## src/rtl/ring_node_pkg.sv

```systemverilog
`timescale 1ns/1ps
package ring_node_pkg;

    localparam int ADDR_W = 23;
    localparam int DATA_W = 32;
    localparam int SRC_W  = 2;

    typedef struct packed {
        logic              ack;
        logic              is_read;
        logic [ADDR_W-1:0] addr;
        logic [DATA_W-1:0] data;
        logic [SRC_W-1:0]  src;
    } ring_msg_t;

    typedef enum logic [0:0] {
        ST_IDLE   = 1'b0,
        ST_ACCESS = 1'b1
    } node_state_t;

endpackage

```

## src/rtl/ring_msg_fifo.sv

```systemverilog
`timescale 1ns/1ps
module ring_msg_fifo #(
    parameter int DEPTH = 4,
    parameter int W     = 8
) (
    input  logic         clk,
    input  logic         rst_n,
    input  logic         push,
    input  logic         pop,
    input  logic [W-1:0] din,
    output logic [W-1:0] dout,
    output logic         empty,
    output logic         full
);

    localparam int PTR_W = (DEPTH > 1) ? $clog2(DEPTH) : 1;
    localparam int CNT_W = $clog2(DEPTH + 1);

    logic [W-1:0]     mem [DEPTH];
    logic [PTR_W-1:0] wr_ptr, rd_ptr;
    logic [CNT_W-1:0] count;
    logic             do_push, do_pop;

    assign empty   = (count == '0);
    assign full    = (count == CNT_W'(DEPTH));
    assign do_pop  = pop && !empty;
    assign do_push = push && (!full || do_pop);
    assign dout    = mem[rd_ptr];

    function automatic logic [PTR_W-1:0] bump(input logic [PTR_W-1:0] p);
        return (p == PTR_W'(DEPTH - 1)) ? '0 : p + 1'b1;
    endfunction

    always_ff @(posedge clk) begin
        if (do_push) begin
            mem[wr_ptr] <= din;
        end
    end

    always_ff @(posedge clk) begin
        if (!rst_n) begin
            wr_ptr <= '0;
            rd_ptr <= '0;
            count  <= '0;
        end else begin
            if (do_push) wr_ptr <= bump(wr_ptr);
            if (do_pop)  rd_ptr <= bump(rd_ptr);
            unique case ({do_push, do_pop})
                2'b10:   count <= count + 1'b1;
                2'b01:   count <= count - 1'b1;
                default: count <= count;
            endcase
        end
    end

    AST_FIFO_NO_OVERFLOW: assert property (@(posedge clk) disable iff (!rst_n)
        (push && full) |-> pop);
    AST_FIFO_NO_UNDERFLOW: assert property (@(posedge clk) disable iff (!rst_n)
        pop |-> !empty);

endmodule

```

## src/rtl/ring_reg_bank.sv

```systemverilog
`timescale 1ns/1ps
module ring_reg_bank #(
    parameter int NUM_SW = 4,
    parameter int NUM_HW = 4,
    parameter int DATA_W = 32,
    parameter int IDX_W  = 3
) (
    input  logic                     clk,
    input  logic                     rst_n,
    input  logic                     wr_en,
    input  logic [IDX_W-1:0]         idx,
    input  logic [DATA_W-1:0]        wr_data,
    input  logic [NUM_HW*DATA_W-1:0] hw_status,
    output logic [DATA_W-1:0]        rd_data,
    output logic [NUM_SW*DATA_W-1:0] sw_flat
);

    logic [DATA_W-1:0] sw_q [NUM_SW];

    for (genvar g = 0; g < NUM_SW; g++) begin : g_sw
        always_ff @(posedge clk) begin
            if (!rst_n) begin
                sw_q[g] <= '0;
            end else if (wr_en && idx == IDX_W'(g)) begin
                sw_q[g] <= wr_data;
            end
        end
        assign sw_flat[g*DATA_W +: DATA_W] = sw_q[g];
    end

    always_comb begin
        rd_data = '0;
        for (int i = 0; i < NUM_SW; i++) begin
            if (idx == IDX_W'(i)) rd_data = sw_q[i];
        end
        for (int j = 0; j < NUM_HW; j++) begin
            if (idx == IDX_W'(NUM_SW + j)) rd_data = hw_status[j*DATA_W +: DATA_W];
        end
    end

    AST_SW_ONLY_ON_WRITE: assert property (@(posedge clk) disable iff (!rst_n)
        !($past(wr_en) && $past(idx) < IDX_W'(NUM_SW)) |-> $stable(sw_flat));

endmodule

```

## src/rtl/ring_reg_node.sv

```systemverilog
`timescale 1ns/1ps
module ring_reg_node
    import ring_node_pkg::*;
#(
    parameter logic [22:0] BASE_ADDR  = 23'h000120,
    parameter int          NUM_SW     = 4,
    parameter int          NUM_HW     = 4,
    parameter int          FIFO_DEPTH = 4,
    parameter int          ACC_LAT    = 2
) (
    input  logic                     clk,
    input  logic                     rst_n,
    input  logic                     in_req,
    input  logic                     in_ack,
    input  logic                     in_is_read,
    input  logic [ADDR_W-1:0]        in_addr,
    input  logic [DATA_W-1:0]        in_data,
    input  logic [SRC_W-1:0]         in_src,
    output logic                     out_req,
    output logic                     out_ack,
    output logic                     out_is_read,
    output logic [ADDR_W-1:0]        out_addr,
    output logic [DATA_W-1:0]        out_data,
    output logic [SRC_W-1:0]         out_src,
    input  logic [NUM_HW*DATA_W-1:0] hw_status_i,
    output logic [NUM_SW*DATA_W-1:0] sw_regs_o
);

    localparam int SLOTS = NUM_SW + NUM_HW;
    localparam int IDX_W = (SLOTS > 1) ? $clog2(SLOTS) : 1;
    localparam int CNT_W = (ACC_LAT > 2) ? $clog2(ACC_LAT) : 1;
    localparam int MSG_W = $bits(ring_msg_t);

    function automatic logic in_window(input logic [ADDR_W-1:0] a);
        return a[ADDR_W-1:IDX_W] == BASE_ADDR[ADDR_W-1:IDX_W];
    endfunction

    node_state_t      state_q, state_d;
    logic [CNT_W-1:0] wait_cnt;
    ring_msg_t        in_msg, sel_msg, head_msg, cur_q;
    logic [MSG_W-1:0] head_bits;
    logic             fifo_empty, fifo_full, fifo_push, fifo_pop;
    logic             idle, work_avail, sel_hit, finish;
    logic [DATA_W-1:0] bank_rd;

    assign in_msg = '{ack: in_ack, is_read: in_is_read, addr: in_addr,
                      data: in_data, src: in_src};
    assign head_msg   = head_bits;
    assign idle       = (state_q == ST_IDLE);
    assign sel_msg    = fifo_empty ? in_msg : head_msg;
    assign work_avail = idle && (!fifo_empty || in_req);
    assign sel_hit    = !sel_msg.ack && in_window(sel_msg.addr);
    assign fifo_push  = in_req && !(idle && fifo_empty);
    assign fifo_pop   = idle && !fifo_empty;
    assign finish     = (state_q == ST_ACCESS) && (wait_cnt == '0);

    ring_msg_fifo #(
        .DEPTH (FIFO_DEPTH),
        .W     (MSG_W)
    ) u_queue (
        .clk   (clk),
        .rst_n (rst_n),
        .push  (fifo_push),
        .pop   (fifo_pop),
        .din   (in_msg),
        .dout  (head_bits),
        .empty (fifo_empty),
        .full  (fifo_full)
    );

    ring_reg_bank #(
        .NUM_SW (NUM_SW),
        .NUM_HW (NUM_HW),
        .DATA_W (DATA_W),
        .IDX_W  (IDX_W)
    ) u_bank (
        .clk       (clk),
        .rst_n     (rst_n),
        .wr_en     (finish && !cur_q.is_read),
        .idx       (cur_q.addr[IDX_W-1:0]),
        .wr_data   (cur_q.data),
        .hw_status (hw_status_i),
        .rd_data   (bank_rd),
        .sw_flat   (sw_regs_o)
    );

    // next-state: start / hold / done
    always_comb begin
        unique case (state_q)
            ST_IDLE:   state_d = (work_avail && sel_hit) ? ST_ACCESS : ST_IDLE;
            ST_ACCESS: state_d = (wait_cnt == '0) ? ST_IDLE : ST_ACCESS;
            default:   state_d = ST_IDLE;
        endcase
    end

    always_ff @(posedge clk) begin
        if (!rst_n) state_q <= ST_IDLE;
        else        state_q <= state_d;
    end

    // captured request and access countdown
    always_ff @(posedge clk) begin
        if (!rst_n) begin
            wait_cnt <= '0;
            cur_q    <= '0;
        end else if (idle && work_avail && sel_hit) begin
            wait_cnt <= CNT_W'(ACC_LAT - 2);
            cur_q    <= sel_msg;
        end else if (state_q == ST_ACCESS && wait_cnt != '0) begin
            wait_cnt <= wait_cnt - 1'b1;
        end
    end

    // ring output register
    always_ff @(posedge clk) begin
        if (!rst_n) begin
            out_req     <= 1'b0;
            out_ack     <= 1'b0;
            out_is_read <= 1'b0;
            out_addr    <= '0;
            out_data    <= '0;
            out_src     <= '0;
        end else begin
            out_req <= 1'b0;
            if (finish) begin
                out_req     <= 1'b1;
                out_ack     <= 1'b1;
                out_is_read <= cur_q.is_read;
                out_addr    <= cur_q.addr;
                out_data    <= cur_q.is_read ? bank_rd : cur_q.data;
                out_src     <= cur_q.src;
            end else if (work_avail && !sel_hit) begin
                out_req     <= 1'b1;
                out_ack     <= sel_msg.ack;
                out_is_read <= sel_msg.is_read;
                out_addr    <= sel_msg.addr;
                out_data    <= sel_msg.data;
                out_src     <= sel_msg.src;
            end
        end
    end

    AST_PASS_NEXT_CYCLE: assert property (@(posedge clk) disable iff (!rst_n)
        (in_req && idle && fifo_empty && (in_ack || !in_window(in_addr)))
        |=> (out_req && out_addr == $past(in_addr) && out_data == $past(in_data)
             && out_ack == $past(in_ack) && out_is_read == $past(in_is_read)));
    AST_TAG_ON_FORWARD: assert property (@(posedge clk) disable iff (!rst_n)
        (in_req && idle && fifo_empty && (in_ack || !in_window(in_addr)))
        |=> out_src == $past(in_src));
    AST_REPLY_AFTER_ACCESS: assert property (@(posedge clk) disable iff (!rst_n)
        finish |=> (out_req && out_ack));
    AST_UNACKED_IS_FOREIGN: assert property (@(posedge clk) disable iff (!rst_n)
        (out_req && !out_ack) |-> !in_window(out_addr));
    AST_QUEUE_DRAINS_WHEN_IDLE: assert property (@(posedge clk) disable iff (!rst_n)
        (idle && !fifo_empty) |=> out_req || state_q == ST_ACCESS);

endmodule

```

## config.mk

```make
export PLATFORM = sky130hd
export DESIGN_NAME = ring_reg_node
export DESIGN_NICKNAME = d
export VERILOG_FILES = /design/src/rtl/ring_node_pkg.sv /design/src/rtl/ring_msg_fifo.sv /design/src/rtl/ring_reg_bank.sv /design/src/rtl/ring_reg_node.sv
export SDC_FILE = /design/constraint.sdc
export NUM_CORES = 1
export LEC_CHECK = 0
export ABC_AREA = 1
export BUFFER_PORTS_ARGS = -buffer_cell sky130_fd_sc_hd__buf_4
export CORE_UTILIZATION = 26
export DETAILED_ROUTE_END_ITERATION = 16
export GPL_TIMING_DRIVEN = 0
export PLACE_DENSITY = 0.53
export SYNTH_ARGS = -nofsm -noshare
export SYNTH_HDL_FRONTEND = slang
export SYNTH_HIERARCHICAL = 1
export SYNTH_SLANG_ARGS = --single-unit
```

## constraint.sdc

```tcl
create_clock -name clk -period 6.4 [get_ports clk]
set_input_delay 0.32 -clock clk [delete_from_list [all_inputs] [get_ports clk]]
set_output_delay 0.32 -clock clk [all_outputs]
set_load 0.02 [all_outputs]
```

==> results.md <==
- Pwr Density: 373 nW/µm²
- Initial antenna violation count: 13
- Max_cap viols: 0
- # port buffers: 377
- Io pins: 378
- Startpoint Class: flip-flop
- Finished Core Util: 34.5%
- Synthesis-to-finish area growth: 30.8%
- Slowest cell on the critical path: nor2_4
- Gr usage total: 20.3%
- Initial drt markers: 1761
- Post-Syn Area: 22600 µm²
- WP data required: 6690 ps
- Unrepaired setup endpoints after global routing: no
- Cell taking the most area after synthesis: edfxtp_1
- Crit share post-route: 54.5%
- Synth cell types: 32
- Placed cells: 4042
- DR vias/cell: 4.77
- Number of enable-type register cells in the synthesized netlist: 364
- Total core area: 85500 µm²
- Die X: 297 µm
- Synth warnings: 6
- Cells after Synth: 2509
- Drt first pass iters: 5
- Crit Path Max Fanout: 22
- Grt total ovfl: 0
- Relative slew slack: 35.6%
- Antenna-violating nets left: 0
- Total leakage power: 11.8 nW
- Final nets: 3211
- CTS H-tree lvls: 2
- Chip height: 297 µm
- Register area share after synthesis: 59.8%
- Proportion of layout cells with a drive suffix above 1: 19.0%
- Slew Limit Fails: 0
- Number of global-route vias before repair: 19500
- WHS: 272 ps
- Worst min path class: primary input to flip-flop
- CTS sink count: 493
- # DRC: 0
- Crit end category: flip-flop
- Top cells by area, synth: edfxtp_1 (48%), dfxtp_1 (11%), nor2_1 (7.5%), nand2_1 (7.3%), nand4_1 (4.6%)
- TritonCTS clock tree: done
- Fmax: 287 MHz
- Post-Synthesis Net Count: 2705
- Share of the synthesized area in the top cell type: 48.4%
- Cell chain of the critical path: nor2_2 > nand2_2 > inv_1 > buf_2 > buf_1 > nor2_1 > inv_1 > nand2_2 > nand2_4 > nor2_4 > buf_16 > buf_12
- Skew-Pair Late Insertion Delay: 620 ps
- Minimum clock period: 3490 ps
- Bufs on Longest Clock Path: 3
- Setup Skew: 32.9 ps
- Final GP Congestion: 0.908
- CP arrival: 3780 ps
- Setup violations, final: 0
- Global-route wire length before repair: 133000 µm
- Total CTS buffers: 55
- #FFs+latches synth: 493
- Post-DP HPWL: 71000 µm
- Fin. Hold Viols: 0
- Critical path type: flip-flop to flip-flop
- Layout Cells excl Fill: 4203
- Ys async rst share: 0%
- CP max stage delay: 600 ps
- WL per Instance: 22.1 µm
- Clk root buf: clkbuf_16
- Initial Utilization: 26.4%
- Clock transition at the registers of the reported paths: 70 ps
- Pin count of the biggest net entering global routing: 33
- Std-Cell Rows: 107
- Synth Area per Inst: 9.00 µm²
- Routed WL: 92700 µm
- Ys flop type: edfxtp_1
- Max VDD drop: 0.235 mV
- Worst-Margin Slew: 956 ps
- Status: finished clean
- Die area: 88000 µm²
- Via Count: 20000
==> where the power goes <==
part,leakage (nW),internal [mW],total (mW),switching [mW]
logic,6.39,1.20,3.92,2.72
clock network,0.871,1.82,3.14,1.32
registers,4.52,3.81,3.96,0.153
==> cells in the final DEF (no fill, tap or decap), types with 32 or more instances in the layout <==
master           n
a21oi_1         68
buf_2           54
buf_4          383
clkbuf_1        86
clkbuf_16       56
dfxtp_1        129
dlygate4sd3_1   60
edfxtp_1       364
inv_1          246
nand2_1        433
nand3_1        153
nand4_1        165
nor2_1         450
o211ai_1        32
o21ai_0        174
o22ai_1         59
==> state kept, by name, indices dropped and copies added (netlist names), named ones only <==
| name | cells |
|---|---|
| out_is_read | 1 |
| out_req | 1 |
| wait_cnt | 1 |
| out_addr | 23 |
| cur_q | 58 |
| out_data | 32 |
| state_q | 1 |
| u_queue/wr_ptr | 2 |
| u_queue/rd_ptr | 2 |
| out_ack | 1 |
| u_bank/sw_q | 128 |
| u_queue/count | 3 |
| out_src | 2 |
| u_queue/mem | 236 |
==> metrics by stage <==
| step | setup slack [ps] | area (µm²) | power [mW] | setup TNS, ps |
|---|---|---|---|---|
| after detailed placement | 2940 | 27200 | 7.89 | 0 |
| after global routing | 2660 | 29500 | 11.6 | 0 |
| final | 2910 | 29500 | 11.0 | 0 |
| after CTS | 2900 | 29500 | 11.1 | 0 |
| after floorplan | 1980 | 22600 | 6.13 | 0 |
| after global placement | -817 | 26800 | 7.83 | -155190 |
==> cells by family after synthesis <==
family / synth area share [%]
adder cells (fa/ha/maj): 0.366
AO/OA/AOI/OAI: 8.44
flip-flops: 59.8
AND/OR/NAND/NOR: 23.4
buffers and inverters: 7.93
==> cells in the mapped netlist, types with 54 or more instances <==
cell type and instances:
a21oi_1 68, buf_2 54, clkbuf_1 76, dfxtp_1 129, edfxtp_1 364, inv_1 246, nand2_1 437, nand3_1 153
nand4_1 165, nor2_1 454, o21ai_0 174, o22ai_1 59
==> cell type report <==
class	count	area [µm²]
antenna	1	2.50
buffer	181	836
clock buffer	76	1560
clock inverter	24	209
fill	8920	56000
inverter	254	956
multi-input combinational	1581	7320
sequential	493	13500
tap	1144	1430
timing repair buffer	449	3710
==> worst max-delay path, delay by kind of cell (launching register included) <==
kind / cells / cell delay (ps)
AND/OR/NAND/NOR: 6 / 1430
buffers and inverters: 6 / 1310
flip-flops: 1 / 380
==> layer usage <==
| layer | wire length, µm | up-vias | track usage, % | share of wire [%] |
|---|---|---|---|---|
| met3 | 6160 | 139 | 3.61 | 6.6 |
| met4 | 2290 | 10 | 5.21 | 2.5 |
| met5 | 67 | - | 0 | 0.072 |
| li1 | - | 9503 | - | - |
| met1 | 39200 | 9632 | 26.1 | 42 |
| met2 | 45000 | 758 | 35.1 | 49 |
==> timing repair <==
action,4_1_cts,5_1_grt
setup endpoints to repair,0,0
setup buffers,0,0
hold buffers,60,0
gates resized for setup,0,0
hold endpoints to repair,237,0
==> worst paths after layout <==
path                                        from            endpoint  slack (ps)  cells after the start
worst max-delay path            u_queue/count[1]  u_queue/mem[2][52]        2910                     12
worst min-delay path             hw_status_i[81]        out_data[17]         270                      7
worst max register to register  u_queue/count[1]  u_queue/mem[2][52]        2910                     12
worst min register to register         cur_q[55]           cur_q[55]         450                      2
Note: power is estimated with default switching activity, not from simulation.
